--- src/rtl/corr_score_pkg.sv ---
package corr_score_pkg;
  localparam int STAGES  = 8;
  localparam int CNT_W   = 6;
  localparam int SCORE_W = 13;
  localparam int DEPTH   = 16;
  localparam int CODE_W  = $clog2(DEPTH);

  typedef enum logic [1:0] {
    MODE_SINGLE = 2'b00,
    MODE_MULTI  = 2'b01,
    MODE_DUAL   = 2'b10,
    MODE_ALT    = 2'b11
  } corrMode_e;

  typedef struct packed {
    logic              shiftEn;
    logic              dualEn;
    logic [CODE_W-1:0] tapSel;
  } combCtl_t;
endpackage

--- src/rtl/corr_score_ctl.sv ---
module corr_score_ctl
  import corr_score_pkg::*;
(
  input  logic [1:0]        mode,
  input  logic [CODE_W-1:0] delayCode,
  output combCtl_t          ctl
);
  corrMode_e modeE;

  always_comb begin
    modeE      = corrMode_e'(mode);
    ctl        = '0;
    ctl.shiftEn = (modeE == MODE_MULTI);
    ctl.dualEn  = (modeE == MODE_DUAL);
    // dual mode pins the tap to the first stage
    ctl.tapSel  = ctl.dualEn ? '0 : delayCode;
  end
endmodule

--- src/rtl/corr_score_dp.sv ---
module corr_score_dp
  import corr_score_pkg::*;
#(
  parameter int NUM_STAGES = STAGES,
  parameter int CW         = CNT_W,
  parameter int SW         = SCORE_W,
  parameter int LINE_DEPTH = DEPTH
) (
  input  logic                     clk,
  input  logic                     rst,
  input  logic [NUM_STAGES*CW-1:0] stageCnt,
  input  logic [SW-1:0]            offsetA,
  input  logic [SW-1:0]            offsetB,
  input  logic [SW-1:0]            casIn,
  input  combCtl_t                 ctl,
  output logic [SW-1:0]            casOut,
  output logic [SW-1:0]            scoreB
);
  localparam int HALF = NUM_STAGES / 2;

  logic [SW-1:0] sumA, sumB, laneAIn, laneBIn;
  logic [SW-1:0] lineA [LINE_DEPTH];
  logic [SW-1:0] regB;

  always_comb begin
    logic [SW-1:0] term;
    sumA = '0;
    sumB = '0;
    for (int k = 0; k < NUM_STAGES; k++) begin
      term = SW'(stageCnt[k*CW +: CW]);
      if (ctl.shiftEn) term = term << k;
      if (ctl.dualEn && k >= HALF) sumB = sumB + term;
      else                         sumA = sumA + term;
    end
    laneAIn = sumA + offsetA;
    laneBIn = ctl.dualEn ? (sumB + offsetB) : '0;
  end

  generate
    for (genvar g = 0; g < LINE_DEPTH; g++) begin : g_line
      if (g == 0) begin : g_head
        always_ff @(posedge clk) begin
          if (rst) lineA[g] <= '0;
          else     lineA[g] <= laneAIn;
        end
      end else begin : g_body
        always_ff @(posedge clk) begin
          if (rst) lineA[g] <= '0;
          else     lineA[g] <= lineA[g-1];
        end
      end
    end
  endgenerate

  always_ff @(posedge clk) begin
    if (rst) regB <= '0;
    else     regB <= laneBIn;
  end

  assign casOut = lineA[ctl.tapSel] + casIn;
  assign scoreB = regB;
endmodule

--- src/rtl/corr_score_combiner.sv ---
module corr_score_combiner
  import corr_score_pkg::*;
(
  input  logic                       clk,
  input  logic                       rst,
  input  logic [STAGES*CNT_W-1:0]    stageCnt,
  input  logic [1:0]                 mode,
  input  logic [SCORE_W-1:0]         offsetA,
  input  logic [SCORE_W-1:0]         offsetB,
  input  logic [CODE_W-1:0]          delayCode,
  input  logic [SCORE_W-1:0]         casIn,
  output logic [SCORE_W-1:0]         casOut,
  output logic [SCORE_W-1:0]         scoreB
);
  combCtl_t ctl;

  corr_score_ctl u_ctl (
    .mode      (mode),
    .delayCode (delayCode),
    .ctl       (ctl)
  );

  corr_score_dp u_dp (
    .clk      (clk),
    .rst      (rst),
    .stageCnt (stageCnt),
    .offsetA  (offsetA),
    .offsetB  (offsetB),
    .casIn    (casIn),
    .ctl      (ctl),
    .casOut   (casOut),
    .scoreB   (scoreB)
  );
endmodule

--- config.mk ---
export PLATFORM = sky130hd
export DESIGN_NAME = corr_score_combiner
export DESIGN_NICKNAME = d
export VERILOG_FILES = /design/src/rtl/corr_score_pkg.sv /design/src/rtl/corr_score_ctl.sv /design/src/rtl/corr_score_dp.sv /design/src/rtl/corr_score_combiner.sv
export SDC_FILE = /design/constraint.sdc
export NUM_CORES = 1
export LEC_CHECK = 0
export ABC_CLOCK_PERIOD_IN_PS = 8400
export BUFFER_PORTS_ARGS = -buffer_cell sky130_fd_sc_hd__buf_2
export CAP_MARGIN = 30
export CORE_MARGIN = 1.5
export CORE_UTILIZATION = 56
export CTS_BUF_LIST = sky130_fd_sc_hd__clkbuf_8
export CTS_CLUSTER_DIAMETER = 40
export CTS_CLUSTER_SIZE = 8
export DETAILED_ROUTE_END_ITERATION = 12
export PLACE_DENSITY = 0.87
export SYNTH_ARGS = -nofsm -noshare
export SYNTH_HDL_FRONTEND = slang
export SYNTH_HIERARCHICAL = 1
export SYNTH_SLANG_ARGS = --single-unit
--- constraint.sdc ---
create_clock -name clk -period 8.4 [get_ports clk]
set_input_delay 0 -clock clk [delete_from_list [all_inputs] [get_ports clk]]
set_output_delay 0 -clock clk [all_outputs]
set_load 0.05 [all_outputs]
==> flow_summary.yaml <==
outcome:
  status: "completed"
power_and_ir_drop:
  power_mw: 4.883
  power_switching_mw: 2.040
  powerDensity_nw_per_um2: 308.6
  pwr-share-seq_pct: 23.4
  p_leak_nw: 6.991
  clkPwrFrac_pct: 16.6
  ir_drop_uv: 323.3
  pwr-share-comb_pct: 60.0
  p_int_mw: 2.843
  swShare_pct: 41.78
global_routing:
  grt_pass1_wl_mm: 52.05
  grt_overflow: 0
  grt_pass1_vias: 11137
  grt_util_all_layers_pct: 24.84
  grt_max_degree: 117
  grt_antenna_before_repair: 0
clocking:
  clk_pin_slew_ns: 0.06
  cts_sinks: 221
  root_buffer: "clkbuf_8"
  cts_buffers: 36
  h-tree-depth: 2
  clock_latency_ns: 0.53
  cts_tree: "done"
  clock_path_buffers: 3
cells_and_area:
  fin_util_pct: 65.26
  final_area_um2: 15820
  fillers: 1877
  area_growth_pct: 14.55
  regArea_um2: 4424
  multi_input_area_um2: 8960
  diodes: 0
  drive_above_1_share_pct: 19.30
  final_nets: 1843
  final_cells: 1930
floorplan:
  num_io_pins: 121
  dieArea_um2: 25620
  rows: 57
  die_y_um: 160.1
  coreArea_um2: 24250
  fp.dieW_um: 160.1
  start_util_pct: 56.97
route:
  drt_wl_total_mm: 31.85
  drt_first_pass_iters: 5
  wl_per_cell_um: 16.50
  vias: 10840
  drc: 0
  drt-initial-drc-count: 680
  viasPerCell: 5.617
  ant_nets: 0
logic_synthesis:
  async_flop_share_pct: 0
  synth_edf_count: 0
  synth_cell_type_count: 62
  yosysWarnings: 6
  synth-seq-cells: 221
  ys_seq_area_share_pct: 32.03
  synth_nets: 1676
  netlist_instances: 1428
  synth_ff_type: "dfxtp_1"
  synth.largest_area_cell: "dfxtp_1"
  syn_area_um2: 13810
  synth_area_leaders: "dfxtp_1 (32%), ha_1 (12%), nor2b_1 (11%)"
  syn_area_per_cell_um2: 9.674
  synth_top_area_share_pct: 32.03
sta:
  setup_tns_ns: 0
  whs_ns: 0.02351
  fin_skew_ns: 0.02343
  max_freq_mhz: 124.7
  finalSetupViolCount: 0
  slew_viol_final: 0
  postLayoutSetupSlackWorst_ns: 0.3785
  hold_violations: 0
  tightestPinTransition_ns: 0.9229
  min_period_over_period_pct: 95.49
  relSlewSlack_pct: 38.47
  layout_min_cycle_time_ns: 8.021
placement:
  gp_congestion: 1.003
  dp_cells: 1857
  io_buffers: 120
  dp_hpwl_mm: 23.40
  place_area_um2: 14930
  pre_cts_slack_ns: -0.2584
setup_path:
  r2r_cells: 1
  r2r_slack_ns: 7.77
  cpMostUsedCell: "ha_1"
  worst_ep_arrival_time_ns: 8.46
  critPathMaxStageDelay_ns: 0.48
  startpoint_type: "input pin"
  critical_path_class: "input pin to flip-flop"
  cp_data_required_time_ns: 8.84
  crit_path_max_fanout: 6
  end_kind: "flip-flop"
  crit_slowest_cell: "fa_1"
hold_path:
  min_path_type: "input pin to flip-flop"
  hold_depth: 4
job:
  maxCapViolCount: 0
-- power by group through the flow --
stage	registers (mW)	clock network [mW]	logic [mW]
2_1_floorplan	1.16	0	2.04
3_3_place_gp	1.16	0	2.64
3_5_place_dp	1.16	0	2.74
4_1_cts	1.14	0.833	2.77
5_1_grt	1.15	0.876	3.22
6_report	1.14	0.810	2.93
-- registers in the layout, indices dropped and copies added (netlist names) --
register	flops
u_dp/lineA	208
u_dp/scoreB	13
-- final timing paths --
check / start / to
setup / recovery: mode[1] / u_dp/lineA[0][12]
hold reg to reg: u_dp/lineA[2][3] / u_dp/lineA[3][3]
setup reg to reg: u_dp/lineA[0][6] / u_dp/lineA[1][6]
hold / removal: offsetA[3] / u_dp/lineA[0][3]
-- layout make-up --
cell class              instances  share of cell area, %
multi-input cells            1073                  56.62
flip-flops and latches        221                  27.96
repair buffers                187                  7.298
clock buffers                  38                  3.305
well taps                     324                  2.562
inverters                      76                  1.803
clock inverters                11                 0.4507
-- layout by cell type, fill, tap and decap left out, types with 9 or more instances in the layout --
cell type	count
nor2b_1	235
dfxtp_1	221
ha_1	130
buf_2	119
nor2_1	82
inv_1	78
mux4_2	65
o21ai_0	59
a21oi_1	58
xnor2_1	56
buf_4	49
nand2_1	42
and2_1	41
clkbuf_8	38
xor2_1	37
nor3_1	25
a21o_1	23
fa_1	23
nand2b_1	21
o21bai_1	19
dlygate4sd3_1	18
o21a_1	13
mux2i_1	12
o21ai_1	12
nand3_1	10
or3_1	9
-- timing repair --
action                                  4_1_cts  5_1_grt
hold endpoints to repair                     26        0
endpoints found under the setup margin        0        2
resized for setup                             0       34
buffers inserted                              0        6
hold buffers                                 18        0
-- Yosys cell counts, types with 3 or more instances --
master and count:
o22ai_1 3, a211oi_1 6, mux4_2 65, inv_1 75, nor2_1 82, buf_2 4
nor3b_1 3, nand3_1 10, ha_1 130, nand4_1 3, nand2_1 42, xor2_1 37
nor2b_1 235, o211ai_1 3, mux2_2 3, or3_1 9, o21a_1 13, nor3_1 25
o21bai_1 19, a311oi_1 3, a21oi_1 66, o31a_1 4, fa_1 23, a21o_1 23
and3_1 6, buf_1 9, dfxtp_1 221, o2bb2ai_1 3, mux2i_1 14, nand3b_1 3
nand2b_1 21, o31ai_1 6, a41oi_1 3, o21ai_0 72, a21boi_0 4, clkbuf_1 45
a31oi_1 7, and2_1 43, a2111oi_0 3, xnor2_1 56
-- routing by layer --
layer / wire [µm] / up-vias / global-route usage, %
met2: 16170 / 309 / 45.65
met5: 0 / - / 0
li1: - / 5273 / -
met1: 13080 / 5168 / 28.81
met3: 1474 / 90 / 3.948
met4: 1134 / 0 / 9.686
-- critical path: cells and delay by family --
| family | cells | cell delay (ns) |
|---|---|---|
| fa+ha+maj | 9 | 3.19 |
| compound gates | 14 | 2.18 |
| simple gates | 6 | 1.82 |
| xor+xnor | 5 | 0.63 |
| buf+inv | 5 | 0.36 |
| mux | 1 | 0.26 |
-- kinds of logic after synthesis --
family | synth area share (%)
DFF | 32.03
buffers and inverters | 3.677
and+or+nand+nor | 20.07
muxes | 11.86
xor gates and xnor gates | 5.896
AOI/OAI and AO/OA | 11.37
adders and majority gates | 15.11
(Power assumes the default switching activity.)
